===== src/rtl/ref_sel_pkg.sv =====
package ref_sel_pkg;
  typedef enum logic [1:0] {
    SW_MANUAL      = 2'b00,
    SW_AUTO_HOLD   = 2'b01,
    SW_AUTO_REVERT = 2'b10,
    SW_RESERVED    = 2'b11
  } sw_mode_e;
endpackage


===== src/rtl/ref_sel_qual.sv =====
module ref_sel_qual #(
  parameter int N_IN   = 2,
  parameter int PRIO_W = 3
) (
  input  logic [N_IN-1:0]        los_i,
  input  logic [N_IN-1:0]        los_mask_i,
  input  logic [N_IN-1:0]        oof_i,
  input  logic [N_IN-1:0]        oof_mask_i,
  input  logic [N_IN*PRIO_W-1:0] prio_i,
  output logic [N_IN-1:0]        valid_o,
  output logic [N_IN-1:0]        elig_o
);
  for (genvar k = 0; k < N_IN; k++) begin : g_in
    logic alarm;
    assign alarm      = (los_i[k] & ~los_mask_i[k]) | (oof_i[k] & ~oof_mask_i[k]);
    assign valid_o[k] = ~alarm;
    assign elig_o[k]  = ~alarm & (prio_i[k*PRIO_W +: PRIO_W] != '0);
  end
endmodule


===== src/rtl/ref_sel_rank.sv =====
module ref_sel_rank #(
  parameter int N_IN   = 2,
  parameter int PRIO_W = 3,
  localparam int SEL_W = (N_IN > 1) ? $clog2(N_IN) : 1
) (
  input  logic [N_IN-1:0]        elig_i,
  input  logic [N_IN*PRIO_W-1:0] prio_i,
  output logic [SEL_W-1:0]       best_o,
  output logic                   found_o
);
  logic [PRIO_W-1:0] best_p;

  // ascending scan with strict compare: ties go to the lower index
  always_comb begin
    best_o  = '0;
    found_o = 1'b0;
    best_p  = '0;
    for (int k = 0; k < N_IN; k++) begin
      if (elig_i[k] && (!found_o || prio_i[k*PRIO_W +: PRIO_W] < best_p)) begin
        best_o  = SEL_W'(k);
        best_p  = prio_i[k*PRIO_W +: PRIO_W];
        found_o = 1'b1;
      end
    end
  end
endmodule


===== src/rtl/ref_sel_top.sv =====
module ref_sel_top
  import ref_sel_pkg::*;
#(
  parameter int N_IN   = 2,
  parameter int PRIO_W = 3,
  localparam int SEL_W = (N_IN > 1) ? $clog2(N_IN) : 1
) (
  input  logic                   clk_i,
  input  logic                   rst_ni,
  input  logic [1:0]             mode_i,
  input  logic                   sel_by_reg_i,
  input  logic [SEL_W-1:0]       sel_pin_i,
  input  logic [SEL_W-1:0]       sel_reg_i,
  input  logic [N_IN*PRIO_W-1:0] prio_i,
  input  logic [N_IN-1:0]        los_i,
  input  logic [N_IN-1:0]        los_mask_i,
  input  logic [N_IN-1:0]        oof_i,
  input  logic [N_IN-1:0]        oof_mask_i,
  output logic [SEL_W-1:0]       sel_o,
  output logic                   any_valid_o,
  output logic                   switch_o
);
  logic [N_IN-1:0]  valid, elig;
  logic [SEL_W-1:0] best_idx, man_idx, sel_q, sel_d;
  logic             found, av_d;
  sw_mode_e         mode;

  assign mode = sw_mode_e'(mode_i);

  ref_sel_qual #(.N_IN(N_IN), .PRIO_W(PRIO_W)) u_qual (
    .los_i      (los_i),
    .los_mask_i (los_mask_i),
    .oof_i      (oof_i),
    .oof_mask_i (oof_mask_i),
    .prio_i     (prio_i),
    .valid_o    (valid),
    .elig_o     (elig)
  );

  ref_sel_rank #(.N_IN(N_IN), .PRIO_W(PRIO_W)) u_rank (
    .elig_i  (elig),
    .prio_i  (prio_i),
    .best_o  (best_idx),
    .found_o (found)
  );

  assign man_idx = sel_by_reg_i ? sel_reg_i : sel_pin_i;

  always_comb begin
    sel_d = sel_q;
    av_d  = 1'b0;
    unique case (mode)
      SW_AUTO_REVERT: begin
        if (found) sel_d = best_idx;
        av_d = found;
      end
      SW_AUTO_HOLD: begin
        if (!elig[sel_q] && found) sel_d = best_idx;
        av_d = found;
      end
      default: begin  // manual and reserved
        sel_d = man_idx;
        av_d  = valid[man_idx];
      end
    endcase
  end

  always_ff @(posedge clk_i or negedge rst_ni) begin
    if (!rst_ni) begin
      sel_q       <= '0;
      any_valid_o <= 1'b0;
      switch_o    <= 1'b0;
    end else begin
      sel_q       <= sel_d;
      any_valid_o <= av_d;
      switch_o    <= (sel_d != sel_q);
    end
  end

  assign sel_o = sel_q;
endmodule


===== config.mk =====
export PLATFORM = sky130hd
export DESIGN_NAME = ref_sel_top
export DESIGN_NICKNAME = d
export VERILOG_FILES = /design/src/rtl/ref_sel_pkg.sv /design/src/rtl/ref_sel_qual.sv /design/src/rtl/ref_sel_rank.sv /design/src/rtl/ref_sel_top.sv
export SDC_FILE = /design/constraint.sdc
export NUM_CORES = 1
export LEC_CHECK = 0
export ABC_AREA = 1
export BUFFER_PORTS_ARGS = -buffer_cell sky130_fd_sc_hd__buf_2
export CAP_MARGIN = 20
export CORE_AREA = 3 3 40 42
export DETAILED_ROUTE_END_ITERATION = 10
export DIE_AREA = 0 0 43 45
export GPL_ROUTABILITY_DRIVEN = 0
export PLACE_DENSITY = 0.6
export SLEW_MARGIN = 25
export SYNTH_ARGS = -nofsm -noshare
export SYNTH_HDL_FRONTEND = slang
export SYNTH_SLANG_ARGS = --single-unit

===== constraint.sdc =====
create_clock -name clk_i -period 0.9 [get_ports clk_i]
set_clock_uncertainty 0.05 [all_clocks]
set_input_delay 0.18 -clock clk_i [delete_from_list [all_inputs] [get_ports clk_i]]
set_output_delay 0.18 -clock clk_i [all_outputs]
set_load 0.01 [all_outputs]

==> results of run 1 <==
==> cells in the final DEF (no fill, tap or decap) <==
master / count
clkbuf_4: 3
nand2_1: 12
mux2i_1: 1
nand3_1: 2
ha_1: 3
o21ai_0: 1
a31oi_1: 1
buf_2: 15
inv_1: 11
clkbuf_1: 1
dfrtp_2: 1
nand3_4: 1
inv_2: 2
nor2_1: 1
ha_4: 1
dlygate4sd3_1: 1
a21oi_2: 1
dfrtp_1: 2
nor2_2: 1
nand2_4: 2
o21ai_2: 1
nand2_2: 6
buf_6: 7
inv_4: 2
nand3_2: 3
buf_4: 12
buf_8: 1
nor2_4: 1
==> cells by family after synthesis <==
kind of cell    after synthesis  share of synthesized area, %
simple gates                 29                          41.6
compound gates                4                          6.76
buf+inv                      15                          15.2
flops                         3                          20.3
mux                           1                          2.70
fa+ha+maj                     4                          13.5
==> layer usage <==
layer / vias to the layer above / GRT usage (%)
met5: - / 0
met4: 0 / 1.81
met3: 0 / 3.59
met2: 13 / 20.1
met1: 198 / 10.4
li1: 251 / -
==> final timing paths <==
| kind | startpoint | end | slack, ns | depth (start not counted) |
|---|---|---|---|---|
| max in group asynchronous | rst_ni | sel_o | 0.45 | 2 |
| min in group clk_i | oof_i[1] | any_valid_o | 0.30 | 6 |
| worst max register to register | sel_o | switch_o | -0.12 | 6 |
| worst min register to register | sel_o | switch_o | 0.58 | 3 |
| worst min-delay path | rst_ni | switch_o | 0.23 | 2 |
| worst max-delay path | prio_i[0] | switch_o | -0.37 | 17 |
==> worst max-delay path, stage by stage <==
cell and delay, ns:
buf_8 0.10, nor2_4 0.09, nand2_2 0.06, nand3_4 0.06
inv_2 0.04, nand2_1 0.05, ha_1 0.21, nand2_1 0.06
nand2_1 0.04, nand2_1 0.05, nand2_1 0.05, nand2_1 0.07
nand3_2 0.06, nand3_2 0.07, nand2_2 0.06, nand2_2 0.05
nand2_1 0.04
==> what timing repair did <==
action,4_1_cts,5_1_grt
pin swaps,5,4
resized for setup,8,8
setup buffers,4,1
endpoints found under the setup margin,5,6
endpoints found under the hold margin,3,0
hold buffers,1,0
cloned,0,0
==> power groups by stage <==
stage / combinational [mW] / sequential, mW / clock, mW
finish: 0.368 / 0.175 / 0.234
global route: 0.409 / 0.178 / 0.259
CTS: 0.333 / 0.172 / 0.241
detailed placement: 0.287 / 0.173 / 0
global placement: 0.283 / 0.172 / 0
floorplan: 0.144 / 0.185 / 0
==> stage by stage <==
step | cell area (um^2) | total power, mW | cells | hold slack [ns]
after floorplan | 400 | 0.329 | 56 | -0.166
after global placement | 587 | 0.456 | 101 | -0.0741
after detailed placement | 587 | 0.460 | 101 | -0.0720
after CTS | 699 | 0.746 | 110 | 0.218
after global routing | 737 | 0.847 | 111 | 0.232
final | 737 | 0.776 | 111 | 0.228
==> registers in the layout, indices dropped and copies added, names as in the netlist <==
name         flops
sel_o            1
switch_o         1
any_valid_o      1
==> layout make-up <==
| cell class | count | area, um^2 |
|---|---|---|
| Sequential cell | 3 | 76.3 |
| Fill cell | 131 | 548 |
| Timing Repair Buffer | 36 | 269 |
| Tap cell | 15 | 18.8 |
| Inverter | 15 | 61.3 |
| Multi-Input combinational cell | 38 | 285 |
| Clock buffer | 4 | 26.3 |
==> out/qor.txt, run 1 <==
Status: finished with violations
Failing checks: setup timing
WL final: 889 um
Max-slew violation count: 0
Number of enable flip-flop cells after synthesis: 0
Area Overhead vs Synth: 99.0%
Post-DR wirelength/cell: 8.01 um
IO buf count: 23
Final ANT Viol Nets: 0
Hold crit path type: primary input to async pin
Worst slew pin tran: 0.219 ns
Most used DFF post-synth: dfrtp_1
Final setup viols: 5
Synthesized area: 370 um^2
Crit path DAT: 1.34 ns
Ratio of cells with drive above 1 in the final layout: 62.5%
Largest net degree at the start of global routing: 5
DIE AREA: 0.00194 mm^2
Fin. Hold Viols: 0
Switching share of power: 31.5%
Sequential share of power: 22.6%
P_int: 532 uW
Crit path launch type: primary input
Synth cell count leaders: nand2_1 (15), inv_1 (14), ha_1 (4), nand2_2 (4), nand3_2 (4)
Leak pwr: 0.426 nW
Initial Util: 28.8%
Max VDD drop: 0.301 mV
# clock sinks: 3
Clk buf depth: 2
Leading area contributor after synthesis: dfrtp_1
Most common cell in the netlist: nand2_1
Final period util: 141%
Synth top area cells: dfrtp_1 (20%), nand2_1 (15%), inv_1 (14%)
Final WS setup: -0.365 ns
Switching power: 244 uW
Max Freq: 790 MHz
First-pass GRT wire length: 1500 um
Num CTS Buffers: 3
Top cell type's share of synthesized area: 20.3%
Worst Setup End Kind: flop
Later-pin clock latency in the skew report: 0.23 ns
Drt pass-1 iters: 2
Vias in the first global route: 416
Number of nets in the layout: 122
Logic gate share of total power: 47.3%
Worst Setup Slack post-DPL: -0.663 ns
Metal2 WL: 506 um
Final core area utilization: 57.4%
Met1 wire length: 324 um
Synth Instances: 56
Initial DRC Count: 1
Mapped Nets: 81
Drc violations: 0
Tmin final: 1.27 ns
IO Pins: 24
Synth Area per Inst: 6.61 um^2
Hpwl dp: 738 um
Maxcap violations: 0
Worst path required time: 0.97 ns
Antenna cell count: 0
Clk slew on worst S/H paths: 0.04 ns
Ys Warns: 0
CTS tree: built
Overall die height: 45 um
Antenna violations before repair: 0
DR top layer: met3
Synth async-reset ratio: 100%
Total GRT Usage: 10.2%
Core ar.: 0.00128 mm^2
Unique masters post-synth: 15
Sequential area share after synthesis: 20.3%
Die width: 43 um
Crit-path max FO: 2
Max-slew headroom: 85.0%
Total negative slack: -0.865 ns
Unrepaired setup endpoints after global routing: yes
Overflow after GRT: 0
Worst Setup Path Type: primary input to flop
Row Count: 13
Clock power frac: 30.1%
CTS Root Cell: clkbuf_4
Vias per Instance: 4.16
Vias: 462
Synthesized flop and latch total: 3
CTS H-tree lvls: 1
Cell Pwr Density: 1050 mW/mm^2
Met3 wire length: 58 um
No activity file was read; power rests on OpenSTA's default activity.
==> inputs of run 2 (changes only) <==
--- a/config.mk
+++ b/config.mk
@@ -13,6 +13,7 @@
 export DIE_AREA = 0 0 43 45
 export GPL_ROUTABILITY_DRIVEN = 0
 export PLACE_DENSITY = 0.6
+export REMOVE_ABC_BUFFERS = 1
 export SLEW_MARGIN = 25
 export SYNTH_ARGS = -nofsm -noshare
 export SYNTH_HDL_FRONTEND = slang
==> run 2 against run 1 <==
  * The run still ends with setup timing left
  * Global-route usage is 0.92 points lower
  * Register-to-register slack better by 0.02 ns
  * Clock power hardly changed
  * Critical path depth stayed put
  * Fmax is 1.3% lower
  * Sequential power is 3% lower
  * Clock-buffer cell count stayed put
  * Non-clock buffer count is 5 lower
  * Combinational power is 14% lower
  * Wire length is 2.5% lower
  * Hold slack worse by 0.0075 ns
  * Sequential cell count stayed put
  * Critical endpoint unchanged
  * Highest routed layer unchanged
==> out/qor.txt, run 2 (synthesis results as in run 1) <==
IO buf count: 23
Worst Setup End Kind: flop
Max Freq: 780 MHz
Vias in the first global route: 352
# fillers: 134
Total GRT Usage: 9.24%
Worst-path cell chain: buf_8 > nor2_4 > nand2_2 > nand3_4 > inv_2 > nand2_1 > ha_1 > nand2_1 > nand2_1 > nand2_1 > nand2_1 > nand2_1 > nand3_2 > nand3_2 > nand2_2 > nand2_1 > nand2_1
Commonest cells after routing, fill and taps aside: buf_2 (16), nand2_1 (14), inv_1 (10)
Drc violations: 0
Unrepaired setup endpoints after global routing: yes
Leak pwr: 0.399 nW
Crit path max-delay cell type: ha_1
DR top layer: met3
Crit path launch type: primary input
Worst Setup Path Type: primary input to flop
Drt pass-1 iters: 1
Max VDD drop: 0.362 mV
Overall die height: 45 um
Row Count: 13
Later-pin clock latency in the skew report: 0.23 ns
Crit-path max FO: 2
Final ANT Viol Nets: 0
Hpwl dp: 724 um
Tmin final: 1.28 ns
Final WS setup: -0.382 ns
Number of nets in the layout: 117
Final setup viols: 5
Antenna violations before repair: 0
Met1 wire length: 303 um
DIE AREA: 0.00194 mm^2
CTS H-tree lvls: 1
Final period util: 142%
Worst path required time: 0.97 ns
CTS Root Cell: clkbuf_4
Met3 wire length: 70 um
Status: finished with violations
Crit path buf inv count: 2
Post-DR wirelength/cell: 8.18 um
Clk slew on worst S/H paths: 0.04 ns
Max-slew headroom: 83.7%
Family with the most delay on the worst path: simple AND/OR/NAND/NOR gates
Antenna cell count: 0
Top cell by count, worst path: nand2_1
Worst slew pin tran: 0.238 ns
# clock sinks: 3
CTS tree: built
Failing checks: setup timing
Ratio of cells with drive above 1 in the final layout: 56.0%
Final core area utilization: 52.8%
Hold crit path type: primary input to async pin
Vias: 444
Vias per Instance: 4.19
Most common cell after layout, fill and taps aside: buf_2
Cell Pwr Density: 1070 mW/mm^2
Overflow after GRT: 0
Metal2 WL: 494 um
First-pass GRT wire length: 1330 um
IO Pins: 24
WL final: 867 um
PnR Total Power: 723 uW
Clk buf depth: 2
Max-slew violation count: 0
Largest net degree at the start of global routing: 5
Core ar.: 0.00128 mm^2
Initial Util: 28.8%
Slowest stage delay, CP: 0.21 ns
Maxcap violations: 0
Area Overhead vs Synth: 83.1%
Die width: 43 um
Fin. Hold Viols: 0
Initial DRC Count: 0
Num CTS Buffers: 3
Crit path DAT: 1.35 ns
[run 2: cell count changes in the layout (fill, tap and decap cells not counted), moves of 2 or more]
| cell | change |
|---|---|
| nand2_1 | +2 |
| inv_2 | +2 |
| buf_4 | -5 |
| nand2_2 | -2 |
[run 2: final timing paths]
kind	start	endpoint	slack, ns	cells after the start
setup / recovery	prio_i[0]	switch_o	-0.38	17
hold / removal	rst_ni	switch_o	0.22	2
setup reg to reg	sel_o	switch_o	-0.10	7
hold reg to reg	sel_o	switch_o	0.47	2
max in group asynchronous	rst_ni	sel_o	0.47	2
min in group clk_i	sel_pin_i	sel_o	0.31	5
[run 2: report_power, final]
group	switching (mW)	internal (mW)	total, mW
Sequential	0.00996	0.160	0.170
Combinational	0.150	0.167	0.317
Clock	0.0703	0.166	0.237
[run 2: timing repair]
item	4_1_cts	5_1_grt
hold buffers	1	0
cloned	0	0
endpoints found under the hold margin	3	0
resized for setup	6	13
pin swaps	0	1
setup buffers	0	0
setup endpoints to repair	5	6
[run 2: through the flow]
| step | setup WS [ns] | TNS, ns | hold WS (ns) | cell area (um^2) | instances |
|---|---|---|---|---|---|
| finish | -0.382 | -0.848 | 0.220 | 678 | 106 |
| global route | -0.474 | -1.10 | 0.245 | 678 | 106 |
| CTS | -0.368 | -0.898 | 0.218 | 624 | 106 |
| detailed placement | -0.630 | -1.39 | -0.0715 | 557 | 101 |
| global placement | -0.605 | -1.33 | -0.0748 | 557 | 101 |
| floorplan | -0.489 | -0.943 | -0.166 | 370 | 56 |
[run 2: cell type report]
cell class / instances / area (um^2) / area share [%]
Clock buffer: 4 / 26.3 / 3.87
Inverter: 15 / 58.8 / 8.67
Multi-Input combinational cell: 38 / 274 / 40.4
Sequential cell: 3 / 75.1 / 11.1
Tap cell: 15 / 18.8 / 2.77
Timing Repair Buffer: 31 / 225 / 33.2
[run 2: routing by layer]
| metal | GRT usage (%) | up-vias |
|---|---|---|
| li1 | - | 238 |
| met3 | 2.39 | 0 |
| met2 | 15.3 | 15 |
| met4 | 7.23 | 0 |
| met1 | 10.1 | 191 |
| met5 | 0 | - |
==> inputs of run 3 (changes only) <==
--- a/config.mk
+++ b/config.mk
@@ -5,16 +5,16 @@
 export SDC_FILE = /design/constraint.sdc
 export NUM_CORES = 1
 export LEC_CHECK = 0
-export ABC_AREA = 1
 export BUFFER_PORTS_ARGS = -buffer_cell sky130_fd_sc_hd__buf_2
 export CAP_MARGIN = 20
 export CORE_AREA = 3 3 40 42
 export DETAILED_ROUTE_END_ITERATION = 10
 export DIE_AREA = 0 0 43 45
 export GPL_ROUTABILITY_DRIVEN = 0
-export PLACE_DENSITY = 0.6
+export PLACE_DENSITY = 0.58
 export REMOVE_ABC_BUFFERS = 1
-export SLEW_MARGIN = 25
+export SLEW_MARGIN = 20
 export SYNTH_ARGS = -nofsm -noshare
 export SYNTH_HDL_FRONTEND = slang
 export SYNTH_SLANG_ARGS = --single-unit
+export TNS_END_PERCENT = 100
==> run 3 against run 2 <==
  * The run still ends with setup timing left
  * Cell count decreased by 8.5%
  * Clock power barely moved
  * Clock-buffer cell count did not move
  * Non-clock buffer count increased by 5
  * Combinational power grew 24%
  * Via count rose by 9.0%
  * Power rose by 10%
  * Hold slack gained 0.0015 ns
  * Worst setup slack got worse by 0.24 ns
==> out/qor.txt, run 3 <==
CTS H-tree lvls: 1
Tmin final: 1.53 ns
CTS tree: built
CTS Root Cell: clkbuf_4
Drc violations: 0
Final ANT Viol Nets: 0
Overflow after GRT: 0
Worst path required time: 0.95 ns
Most common cell after layout, fill and taps aside: buf_2
Worst Setup Slack post-DPL: -1.23 ns
Number of enable flip-flop cells after synthesis: 0
Final period util: 170%
Synth Instances: 42
Post-synthesis xor/xnor area fraction: 0%
Clk buf depth: 2
Initial DRC Count: 2
PnR Total Power: 799 uW
Synth async-reset ratio: 100%
Synth cell count leaders: nand2_1 (7), inv_1 (5), ha_1 (4)
Most used DFF post-synth: dfrtp_1
# fillers: 126
Complex-gate fraction of the synthesized area: 32.9%
P_int: 553 uW
Synth Area in Simple Gates: 20.0%
DIE AREA: 0.00194 mm^2
Worst Setup End Kind: flop
Area of the multi-input gates: 324 um^2
Max-slew violation count: 0
Switching power: 246 uW
Synth Area per Inst: 8.34 um^2
Worst slew pin tran: 0.302 ns
Area Overhead vs Synth: 105%
Vias in the first global route: 531
Row Count: 13
Failing checks: setup timing
Final WS setup: -0.626 ns
Max VDD drop: 0.579 mV
Top cell type's share of synthesized area: 21.4%
Drt pass-1 iters: 3
IO Pins: 24
Most common cell in the netlist: nand2_1
Maxcap violations: 0
Overall die height: 45 um
Switching share of power: 30.8%
Worst Setup Path Type: primary input to flop
Leak pwr: 0.364 nW
Leading area contributor after synthesis: dfrtp_1
Antenna violations before repair: 0
Sequential area share after synthesis: 21.4%
Synthesized area: 350 um^2
Max Freq: 655 MHz
# clock sinks: 3
Hold crit path type: primary input to async pin
Cell Pwr Density: 1110 mW/mm^2
Synth top area cells: dfrtp_1 (21%), ha_1 (14%), nand2_1 (7.5%)
First-pass GRT wire length: 2130 um
Post-synthesis mux area share: 2.86%
Total negative slack: -1.52 ns
Unrepaired setup endpoints after global routing: yes
Initial Util: 27.3%
Status: finished with violations
Later-pin clock latency in the skew report: 0.23 ns
Post-placement cell area: 567 um^2
Slowest stage delay, CP: 0.33 ns
Max-slew headroom: 79.8%
Die width: 43 um
Commonest cells after routing, fill and taps aside: buf_2 (17), buf_4 (12), nand2_1 (6)
Crit path max-delay cell type: a2111oi_4
Ys Warns: 0
Post-DR wirelength/cell: 12.0 um
Num CTS Buffers: 3
Largest family of logic cells by synthesized area: compound AO/OA/AOI/OAI gates
Register Area: 75.1 um^2
Total GRT Usage: 15.4%
IO buf count: 23
Final setup viols: 6
WL final: 1160 um
Hpwl dp: 830 um
Vias per Instance: 4.99
Crit-path max FO: 2
Number of nets in the layout: 108
Crit path DAT: 1.58 ns
Crit path launch type: primary input
Sequential share of power: 21.4%
Synthesized flop and latch total: 3
Fin. Hold Viols: 0
Final Cell Area: 719 um^2
Worst-path cell chain: buf_6 > a22oi_2 > nand2_1 > ha_1 > a21o_1 > a2111oi_4 > a211o_1 > a211oi_1
Clk slew on worst S/H paths: 0.04 ns
Adder-cell share of the synthesized area: 17.5%
Clock power frac: 29.5%
Vias: 484
Largest net degree at the start of global routing: 8
Unique masters post-synth: 23
Logic gate share of total power: 49.1%
Antenna cell count: 0
Core ar.: 0.00128 mm^2
Ratio of cells with drive above 1 in the final layout: 59.8%
[run 3: critical path: cells and delay by family]
family / cells / cell delay (ns)
compound gates: 5 / 0.94
fa+ha+maj: 1 / 0.28
buf+inv: 1 / 0.09
simple gates: 1 / 0.09
[run 3: logic make-up after synthesis]
logic type | Yosys count
buffers and inverters | 5
adders and majority gates | 5
muxes | 1
DFF | 3
AOI/OAI and AO/OA | 14
and+or+nand+nor | 14
[run 3: final cells by class]
| type | instances | area share [%] |
|---|---|---|
| inverters | 5 | 2.61 |
| multi-input cells | 34 | 45.0 |
| well taps | 15 | 2.61 |
| repair buffers | 36 | 35.7 |
| clock buffers | 4 | 3.65 |
| flip-flops and latches | 3 | 10.4 |
[run 3: stage by stage]
stage | hold slack (ns) | std cells | utilization [%]
floorplan | -0.166 | 42 | -
global placement | -0.0742 | 91 | 44.1
detailed placement | -0.0709 | 91 | 44.1
CTS | 0.217 | 97 | 54.5
global route | 0.240 | 97 | 56.0
finish | 0.222 | 97 | 56.0
[run 3: layer usage]
metal | part of all wire, % | global-route usage [%] | up-vias | routed length [um]
met3 | 6.5 | 4.38 | 5 | 75
met4 | 3.4 | 12.0 | 0 | 39
met2 | 54 | 29.0 | 22 | 631
met5 | 0 | 0 | - | 0
met1 | 36 | 13.8 | 219 | 414
li1 | - | - | 238 | -
[run 3: path summary, 6_finish.rpt]
path	cells after the start	from	slack, ns	endpoint
min in group clk_i	5	sel_pin_i	0.36	sel_o
max in group asynchronous	2	rst_ni	0.47	sel_o
max	8	los_i[0]	-0.63	switch_o
min	2	rst_ni	0.22	any_valid_o
max reg2reg	4	sel_o	-0.55	switch_o
min reg2reg	3	sel_o	0.70	switch_o
[run 3: timing repair]
action | CTS | global route
hold endpoints to repair | 3 | 0
gates resized for setup | 18 | 6
setup buffers | 1 | 0
pin swaps | 8 | 3
hold buffers | 1 | 0
endpoints found under the setup margin | 6 | 6
[run 3: power by group through the flow]
| stage | combinational [mW] | sequential [mW] | clock, mW |
|---|---|---|---|
| global placement | 0.290 | 0.172 | 0 |
| finish | 0.392 | 0.171 | 0.236 |
| global route | 0.437 | 0.176 | 0.256 |
| floorplan | 0.125 | 0.190 | 0 |
| detailed placement | 0.297 | 0.172 | 0 |
| CTS | 0.381 | 0.172 | 0.242 |
